==> config.mk <==
export PLATFORM = sky130hd
export DESIGN_NAME = lockout_timer
export DESIGN_NICKNAME = d
export VERILOG_FILES = /design/src/rtl/lockout_pkg.sv /design/src/rtl/lockout_ramp.sv /design/src/rtl/lockout_fsm.sv /design/src/rtl/lockout_timer.sv
export SDC_FILE = /design/constraint.sdc
export NUM_CORES = 1
export LEC_CHECK = 0
export BUFFER_PORTS_ARGS = -buffer_cell sky130_fd_sc_hd__buf_4
export CAP_MARGIN = 15
export CORE_MARGIN = 5
export CORE_UTILIZATION = 48
export DETAILED_ROUTE_END_ITERATION = 6
export PLACE_DENSITY_LB_ADDON = 0.05
export SLEW_MARGIN = 10
export SYNTH_ARGS = -nofsm -noshare
export SYNTH_HDL_FRONTEND = slang
export SYNTH_SLANG_ARGS = --single-unit
==> constraint.sdc <==
create_clock -name clk -period 1.9 [get_ports clk]
set_input_delay 0.095 -clock clk [delete_from_list [all_inputs] [get_ports clk]]
set_output_delay 0.095 -clock clk [all_outputs]
set_load 0.01 [all_outputs]
==> src/rtl/lockout_pkg.sv <==
package lockout_pkg;
    typedef enum logic [1:0] {
        ST_MONITOR = 2'd0,
        ST_LOCKED  = 2'd1,
        ST_RESTART = 2'd2
    } lk_state_e;
endpackage

==> src/rtl/lockout_ramp.sv <==
module lockout_ramp #(
    parameter int HI_CODE = 280,
    parameter int LO_CODE = 50,
    parameter int UP_STEP = 10,
    parameter int DN_STEP = 1,
    parameter int CNT_W   = 9
) (
    input  logic             clk,
    input  logic             rst_n,
    input  logic             clr,
    input  logic             up_en,
    input  logic             dn_en,
    output logic [CNT_W-1:0] cnt,
    output logic             at_hi,
    output logic             at_lo
);
    localparam logic [CNT_W-1:0] HI_V   = CNT_W'(HI_CODE);
    localparam logic [CNT_W-1:0] LO_V   = CNT_W'(LO_CODE);
    localparam logic [CNT_W-1:0] UP_V   = CNT_W'(UP_STEP);
    localparam logic [CNT_W-1:0] DN_V   = CNT_W'(DN_STEP);
    localparam logic [CNT_W-1:0] UP_LIM = CNT_W'(HI_CODE - UP_STEP);
    localparam logic [CNT_W-1:0] DN_LIM = CNT_W'(LO_CODE + DN_STEP);

    logic [CNT_W-1:0] cnt_nx;

    always_comb begin
        cnt_nx = cnt;
        if (clr) begin
            cnt_nx = '0;
        end else if (up_en) begin
            cnt_nx = (cnt >= UP_LIM) ? HI_V : cnt + UP_V;
        end else if (dn_en) begin
            cnt_nx = (cnt >= DN_LIM) ? cnt - DN_V : LO_V;
        end
    end

    always_ff @(posedge clk or negedge rst_n) begin
        if (!rst_n) cnt <= '0;
        else        cnt <= cnt_nx;
    end

    assign at_hi = (cnt >= HI_V);
    assign at_lo = (cnt <= LO_V);
endmodule

==> src/rtl/lockout_fsm.sv <==
module lockout_fsm
    import lockout_pkg::*;
(
    input  logic      clk,
    input  logic      rst_n,
    input  logic      startup_mode,
    input  logic      comm_evt,
    input  logic      thermal_fault,
    input  logic      rate_tick,
    input  logic      lock_en,
    input  logic      at_hi,
    input  logic      at_lo,
    output lk_state_e state,
    output logic      clr,
    output logic      up_en,
    output logic      dn_en,
    output logic      drive_en,
    output logic      restart_req,
    output logic      lock_flag
);
    lk_state_e state_nx;
    logic      mode_q;
    logic      drv_entry;

    assign drv_entry = mode_q && !startup_mode;

    always_comb begin
        state_nx = state;
        unique case (state)
            ST_MONITOR: if (lock_en && at_hi) state_nx = ST_LOCKED;
            ST_LOCKED: begin
                if (!lock_en)   state_nx = ST_MONITOR;
                else if (at_lo) state_nx = ST_RESTART;
            end
            ST_RESTART: state_nx = ST_MONITOR;
            default:    state_nx = ST_MONITOR;
        endcase
    end

    always_ff @(posedge clk or negedge rst_n) begin
        if (!rst_n) begin
            state  <= ST_MONITOR;
            mode_q <= 1'b0;
        end else begin
            state  <= state_nx;
            mode_q <= startup_mode;
        end
    end

    always_comb begin
        clr         = !lock_en || (state == ST_RESTART) ||
                      ((state == ST_MONITOR) && !startup_mode && (drv_entry || comm_evt));
        up_en       = (state == ST_MONITOR) && rate_tick;
        dn_en       = (state == ST_LOCKED) && rate_tick;
        lock_flag   = (state == ST_LOCKED);
        restart_req = (state == ST_RESTART);
        drive_en    = (state != ST_LOCKED) && !thermal_fault;
    end
endmodule

==> src/rtl/lockout_timer.sv <==
module lockout_timer
    import lockout_pkg::*;
#(
    parameter int HI_CODE = 280,
    parameter int LO_CODE = 50,
    parameter int UP_STEP = 10,
    parameter int DN_STEP = 1
) (
    input  logic clk,
    input  logic rst_n,
    input  logic startup_mode,
    input  logic comm_evt,
    input  logic thermal_fault,
    input  logic rate_tick,
    input  logic lock_en,
    output logic drive_en,
    output logic restart_req,
    output logic lock_flag
);
    localparam int CNT_W = $clog2(HI_CODE + 1);

    lk_state_e        state;
    logic             clr, up_en, dn_en, at_hi, at_lo;
    logic [CNT_W-1:0] cnt;

    lockout_fsm u_fsm (
        .clk          (clk),
        .rst_n        (rst_n),
        .startup_mode (startup_mode),
        .comm_evt     (comm_evt),
        .thermal_fault(thermal_fault),
        .rate_tick    (rate_tick),
        .lock_en      (lock_en),
        .at_hi        (at_hi),
        .at_lo        (at_lo),
        .state        (state),
        .clr          (clr),
        .up_en        (up_en),
        .dn_en        (dn_en),
        .drive_en     (drive_en),
        .restart_req  (restart_req),
        .lock_flag    (lock_flag)
    );

    lockout_ramp #(
        .HI_CODE(HI_CODE),
        .LO_CODE(LO_CODE),
        .UP_STEP(UP_STEP),
        .DN_STEP(DN_STEP),
        .CNT_W  (CNT_W)
    ) u_ramp (
        .clk  (clk),
        .rst_n(rst_n),
        .clr  (clr),
        .up_en(up_en),
        .dn_en(dn_en),
        .cnt  (cnt),
        .at_hi(at_hi),
        .at_lo(at_lo)
    );
endmodule

# Word-level counts from Yosys, hierarchy flattened
# Cells that the tools add are included.
# op_classes
n_addsub	2
order_cmp	4
n_eq_ne	5
muxes	9
reduce_logical	16
# ops
op	n
$mux 9	5
$ge 9x9->1 const B	2
$add 9x4->9 const B	1
$ge 9x6->1 const B	1
$le 9x6->1 const B	1
$sub 9x1->9 const B	1
$logic_and 1x1->1	7
$mux 2	3
$ne 2x1->1 const B	2
$pmux 2 s2	1
$logic_not 1->1	3
$logic_or 1x1->1	3
$ne 3x2->1 const B	1
$reduce_bool 3->1	1
$eq 2x1->1 const B	1
$eq 2x2->1 const B	1
$logic_not 2->1	1
$reduce_and 2->1	1
# word_totals
ff_bits	12
inputBits	7
output_inout_bits	3
elab_cells	39

# Depth between registers and ports, before layout
# Gate-level depths: netlist of run 1.
# logic_depth
word_depth	6
mapped_depth	9

# Cells and area by module
# Synthesis of run 1 repeated with hierarchy kept, for this count alone.
# hier_totals
hier_cells	123
hier_area_um2	1033.5
# by_module_without_submodules
module	n_inst	cells_per_inst	area_per_inst_um2	seq_area_each_um2
lockout_ramp	1	108	879.6	225.2
lockout_fsm	1	15	153.9	75.1

# Worst setup path before layout of run 1
# OpenSTA, ideal clock, no wires.
# synth_path
path_type	register to register
from	register u_ramp.cnt[2]
to	register u_ramp.cnt[7]
arrival_time_ps	1638
slack_ps	180
path_stages_with_launch	9
path_buffers	1
synth_period_minus_slack_ps	1720
cell_sequence	dfrtp_1 > buf_2 > inv_1 > ha_1 > a21boi_1 > and4bb_2 > xnor2_1 > o31a_1 > nor3_2
# synth_between
elab_chain_len	5
# synth_rtl
item	line	rtl
start, declared	lockout_ramp.sv:13	output logic [CNT_W-1:0] cnt,
start signal, assigned	lockout_ramp.sv:39	else cnt <= cnt_nx;
$sub 9x1->9 or $ge 9x6->1 (tied branches)	lockout_ramp.sv:33	cnt_nx = (cnt >= DN_LIM) ? cnt - DN_V : LO_V;
$mux 9	lockout_ramp.sv:33	
$mux 9	lockout_ramp.sv:32	end else if (dn_en) begin
$mux 9 *	lockout_ramp.sv:30	end else if (up_en) begin
$mux 9 *	lockout_ramp.sv:28	if (clr) begin
# Mark *: on every way between the ends. The rest lies on a longest branch, timed or not. The select of a mux whose other input is x is not followed.
# A chain may end at the register's enable or synchronous reset.

# Worst setup path after layout of run 1
# layout_path
from	register u_ramp.cnt[2]
to	register u_ramp.cnt[4]
# Same word-level chain as after synthesis.

==> flow_summary.yaml, run 1 <==
timing:
  slew_violations: 0
  fin_hold_ws_ps: 47.6
  final.period_utilization_pct: 93.5
  period_needed_ps: 1780
  worst_slew_pin_slew_ps: 483
  finalSetupTns_ps: 0
  setup_viol: 0
  hold_violations: 0
  finalClockSkew_ps: 2.76
  relSlewSlack_pct: 67.8
  rsz0062_at_grt: "no"
  fmax_mhz: 563
route:
  vias: 1044
  firstDrtPassIters: 4
  drtAntennaViolNets: 0
  via_per_inst: 6.03
  drc: 0
  wl_per_cell_um: 17.1
  drt_iter0_drc: 47
  wirelength_um: 2960
clock_network:
  clk_latency_ps: 280
  h-tree-depth: 1
  cts_buffer_depth: 2
  clock-sinks: 12
  clkSlewWorstSetupHoldPaths_ps: 80
  numCtsBuffers: 3
  cts_tree: "yes"
  cts_setup_buffers: 0
  cts-root-buf: "clkbuf_4"
floorplan:
  die_h_um: 57.8
  die_area_mm2: 0.00335
  rows: 17
  pin_count: 10
  placeableCoreArea_mm2: 0.00219
  die_w_um: 57.8
  initial_core_util_pct: 50.1
setup_path:
  worstSetupEndpointType: "flip-flop"
  slowest_delay_ps: 430
  crit_buf_inv: 1
  critPathTopFamily: "compound AO/OA/AOI/OAI gates"
  crit_slowest_cell: "dfrtp_1"
  cp_cell_sequence: "inv_1, ha_1, a2111oi_2, o21ai_0, a31oi_1, nor2_1, nor3_1"
  rr_worst_depth: 7
  r2r-end: "u_ramp.cnt[4]$_DFFE_PN0P_"
  timing.rr.start: "u_ramp.cnt[2]$_DFFE_PN0P_"
  path_max_fanout: 5
  cp.required_ps: 2100
  crit_arrival_ps: 1980
  r2r_slack_ps: 120
  crit_type: "reg2reg"
  worstSetupStartpoint: "u_ramp.cnt[2]$_DFFE_PN0P_"
  startpoint_type: "flip-flop"
synth:
  yosysSeqAreaShare_pct: 27.3
  syn_avg_cell_area_um2: 8.65
  syn_area_mm2: 0.00110
  yosys.area.top_type: "dfrtp_1"
  ys.flop_type: "dfrtp_1"
  synth_fp_nets: 141
  syn_inst: 127
  synthTopCellsByCount: "a21oi_1 (13), dfrtp_1 (12), nor2_1 (11)"
  ys_warn_count: 0
  async_reset_ff_share_pct: 100
  synth.most_common_cell: "a21oi_1"
  synth.distinct_cells: 44
  yosysTopAreaCellShare_pct: 27.3
  synthTopCellsByArea: "dfrtp_1 (27%), ha_1 (8.0%), a21oi_1 (5.9%)"
  ys_ff_latch: 12
  synth_edf_count: 0
layout:
  final_cell_area_mm2: 0.00129
  syn_to_final_growth_pct: 17.3
  nets: 161
  drive_gt1_share_pct: 26.9
  utilization_pct: 58.8
  fillers: 193
  n_antenna_cell: 0
global_route:
  antenna_found_initial: 0
  grt_pass1_wl_um: 4940
  track_usage_pct: 19.3
  grt_max_degree: 13
  overflow: 0
  grt_pass1_vias: 1032
pwr:
  p_total_uw: 608
  p_leak_nw: 0.545
  ir_worst_vdd_mv: 0.351
  power_density_mw_per_mm2: 472
min_path:
  worstHoldEndpoint: "u_fsm.state[1]$_DFFE_PN0P_"
  hold_path.startpoint: "lock_en"
  holdCritPathClass: "in2reg"
  hold_path_depth: 3
place:
  placed_cell_area_mm2: 0.00123
  hpwl_um: 2110
  io_buffers: 9
  routabilityCongestion: 0.906
run:
  drv_cap: 0
run_status:
  outcome: "complete, no violations"
-- cells in the final DEF, fill, tap and decap left out, drive strengths merged, types with 2 or more instances in the layout --
cell type	count
buf	23
a21oi	14
nor2	13
dfrtp	12
o21ai	8
ha	7
nor3	7
nor3b	6
nor2b	5
nand2	5
inv	5
xnor2	4
o22ai	3
clkbuf	3
nand2b	2
a211oi	2
a311oi	2
nand3b	2
dlygate4sd3	2
a2111oi	2
-- kinds of logic after synthesis --
family          count (synthesis)  share of synthesized area, %
compound gates                 41                          26.2
fa+ha+maj                       7                          7.97
flops                          12                          27.3
simple gates                   47                          26.2
xor+xnor                        5                          3.99
buf+inv                        15                          8.31
-- registers in the layout (all words and copies together) (netlist names) --
signal / cells
u_fsm.state: 2
u_fsm.mode_q: 1
u_ramp.cnt: 9
-- what timing repair did --
action                                 CTS  global route
gates resized for setup                  0             6
endpoints found under the hold margin   13             0
setup endpoints to repair                0             6
hold buffers                             2             0
-- layer usage --
metal	wire (um)	vias to the layer above	global-route usage, %
li1	-	499	-
met3	162	7	2.00
met4	53	0	6.95
met1	1360	503	25.8
met5	0	-	0
met2	1390	35	32.1
-- how the worst max path moves through the flow --
stage                                      endpoint  slack [ps]  cells after the start
after global placement    u_ramp.cnt[7]$_DFFE_PN0P_         130                      7
after detailed placement  u_ramp.cnt[7]$_DFFE_PN0P_          70                      7
final                     u_ramp.cnt[4]$_DFFE_PN0P_         120                      7
after CTS                 u_ramp.cnt[7]$_DFFE_PN0P_          50                      7
after global routing      u_ramp.cnt[4]$_DFFE_PN0P_           1                      7
after floorplan           u_ramp.cnt[7]$_DFFE_PN0P_         180                      8
-- worst min-delay path: stages --
cell and delay, ps:
buf_4 120, nand2_1 50, nor2_1 30
-- report_power, final --
| part | internal (mW) | switching, mW | total [mW] |
|---|---|---|---|
| Combinational | 0.0776 | 0.0869 | 0.165 |
| Clock | 0.0737 | 0.0927 | 0.166 |
| Sequential | 0.263 | 0.0149 | 0.277 |
-- through the flow --
stage / setup WS (ps) / instances
after detailed placement: 69.3 / 168
after floorplan: 180 / 127
after global routing: 1.23 / 173
final: 124 / 173
after global placement: 133 / 168
after CTS: 50.1 / 173
-- cell type report --
cell class / count / area, um2 / area share, %
clock buffers: 3 / 22.5 / 1.75
flip-flops and latches: 12 / 302 / 23.4
multi-input cells: 100 / 718 / 55.7
inverters: 5 / 18.8 / 1.46
well taps: 28 / 35.0 / 2.72
repair buffers: 25 / 193 / 15.0
Power figures use the tool's default switching activity.
==> run 2: changes to the inputs <==
--- a/config.mk
+++ b/config.mk
@@ -6,7 +6,7 @@
 export NUM_CORES = 1
 export LEC_CHECK = 0
 export BUFFER_PORTS_ARGS = -buffer_cell sky130_fd_sc_hd__buf_4
-export CAP_MARGIN = 15
+export CAP_MARGIN = 20
 export CORE_MARGIN = 5
 export CORE_UTILIZATION = 48
 export DETAILED_ROUTE_END_ITERATION = 6
==> constraint.sdc (replaced) <==
create_clock -name clk -period 2.05 [get_ports clk]
set_input_delay 0.1025 -clock clk [delete_from_list [all_inputs] [get_ports clk]]
set_output_delay 0.1025 -clock clk [all_outputs]
set_load 0.01 [all_outputs]
==> run 2 against run 1 <==
Register-to-register slack about the same; sequential power down 8.7%; total power down 1.0%; sequential share of layout area up 0.091 points; final area down 0.39%; critical endpoint is now u_ramp.cnt[7]$_DFFE_PN0P_.
==> flow_summary.yaml, run 2 (synthesis results as in run 1) <==
clock_network:
  numCtsBuffers: 3
  cts_tree: "yes"
  cts_buffer_depth: 2
  clkSlewWorstSetupHoldPaths_ps: 80
  clk_latency_ps: 280
  cts_setup_buffers: 0
  cts-root-buf: "clkbuf_4"
  h-tree-depth: 1
  clock-sinks: 12
pwr:
  p_leak_nw: 0.545
  p_total_uw: 602
  power_density_mw_per_mm2: 469
  ir_worst_vdd_mv: 0.360
timing:
  setup_slack_ps: 138
  setup_viol: 0
  relSlewSlack_pct: 68.4
  rsz0062_at_grt: "no"
  final.period_utilization_pct: 93.3
  slew_violations: 0
  finalSetupTns_ps: 0
  hold_violations: 0
  worst_slew_pin_slew_ps: 474
  fmax_mhz: 523
  finalClockSkew_ps: 3.47
  period_needed_ps: 1910
route:
  wl_per_cell_um: 16.6
  vias: 1030
  drc: 0
  firstDrtPassIters: 4
  wirelength_um: 2880
  drt_iter0_drc: 32
  drtAntennaViolNets: 0
  via_per_inst: 5.95
floorplan:
  die_area_mm2: 0.00335
  initial_core_util_pct: 50.1
  pin_count: 10
  placeableCoreArea_mm2: 0.00219
  rows: 17
  die_w_um: 57.8
  die_h_um: 57.8
layout:
  n_antenna_cell: 0
  nets: 160
  utilization_pct: 58.6
  final_cell_area_mm2: 0.00128
  largest_register_ffs: 9
  seq_area_um2: 302
  largest-register: "u_ramp.cnt"
  drive_gt1_share_pct: 24.1
  final_common_cell: "buf_4"
  multiInputGateArea_um2: 707
  fillers: 208
  layout_common_cells: "buf_4 (22), a21oi_1 (13), nor2_1 (11), dfrtp_1 (11), ha_1 (7)"
  syn_to_final_growth_pct: 16.9
  largestRegisters: "u_ramp.cnt x9, u_fsm.state x2, u_fsm.mode_q x1"
setup_path:
  crit_type: "reg2reg"
  r2r_slack_ps: 140
  slowest_delay_ps: 450
  rr_worst_depth: 7
  worstSetupEndpointType: "flip-flop"
  crit_slowest_cell: "dfrtp_1"
  timing.rr.start: "u_ramp.cnt[1]$_DFFE_PN0P_"
  worstSetupStartpoint: "u_ramp.cnt[1]$_DFFE_PN0P_"
  path_max_fanout: 6
  startpoint_type: "flip-flop"
  cp.required_ps: 2260
  r2r-end: "u_ramp.cnt[7]$_DFFE_PN0P_"
  cp_cell_sequence: "inv_1, ha_1, a21boi_1, and4bb_2, xnor2_1, o31a_1, nor3_2"
  crit_arrival_ps: 2130
global_route:
  grt_pass1_vias: 1051
  grt_max_degree: 14
  track_usage_pct: 19.5
  antenna_found_initial: 0
  grt_pass1_wl_um: 4970
  overflow: 0
place:
  routabilityCongestion: 0.845
  io_buffers: 9
  hpwl_um: 2110
  place_ws_ps: 152
  placed_cell_area_mm2: 0.00123
min_path:
  hold_path.startpoint: "lock_en"
  hold_path_depth: 3
  holdCritPathClass: "in2reg"
  worstHoldEndpoint: "u_fsm.state[1]$_DFFE_PN0P_"
run:
  drv_cap: 0
run_status:
  outcome: "complete, no violations"
run 2: cell types whose count changed in the layout (fill, tap and decap cells not counted), sizes merged:
cell | previous run | this run
buf | 23 | 22
clkbuf | 3 | 4
run 2: through the flow:
step	std cells	hold WS, ps
final	173	53.4
after floorplan	127	-193
after global routing	173	65.4
after CTS	173	47.9
after detailed placement	167	-43.3
after global placement	167	-45.5
run 2: area by class of cell:
type                            instances  area share (%)
Multi-Input combinational cell        100            55.1
Sequential cell                        12            23.5
Timing Repair Buffer                   24            14.4
Clock buffer                            4            2.83
Tap cell                               28            2.73
Inverter                                5            1.46
run 2: per-layer routing:
| layer | share of wire, % | up-vias | routed length (um) | track usage, % |
|---|---|---|---|---|
| li1 | - | 499 | - | - |
| met1 | 43 | 482 | 1220 | 23.1 |
| met2 | 50 | 38 | 1450 | 33.7 |
| met3 | 4.1 | 11 | 117 | 2.45 |
| met4 | 3.1 | 0 | 89 | 10.9 |
| met5 | 0 | - | 0 | 0 |
run 2: repair_timing:
item	in CTS	in global routing
hold endpoints to repair	13	0
hold buffers	2	0
gates resized for setup	0	1
setup endpoints to repair	0	1
run 2: worst max-delay path by stage:
stage,end,slack (ps)
finish,u_ramp.cnt[7]$_DFFE_PN0P_,140
global route,u_ramp.cnt[7]$_DFFE_PN0P_,20
CTS,u_ramp.cnt[7]$_DFFE_PN0P_,130
detailed placement,u_ramp.cnt[7]$_DFFE_PN0P_,150
global placement,u_ramp.cnt[7]$_DFFE_PN0P_,170
floorplan,u_ramp.cnt[7]$_DFFE_PN0P_,330
run 2: critical path: cells and delay by family (launching register included):
family | cells | cell delay [ps]
AO/OA/AOI/OAI | 2 | 540
flip-flops | 1 | 450
AND/OR/NAND/NOR | 2 | 420
buffers and inverters | 1 | 180
adder cells (fa/ha/maj) | 1 | 180
XOR/XNOR | 1 | 60
run 2: where the power goes:
part | internal [mW] | leakage, nW | total [mW] | switching, mW
clock | 0.108 | 0.0210 | 0.198 | 0.0901
sequential | 0.243 | 0.161 | 0.253 | 0.00965
combinational | 0.0692 | 0.362 | 0.151 | 0.0818
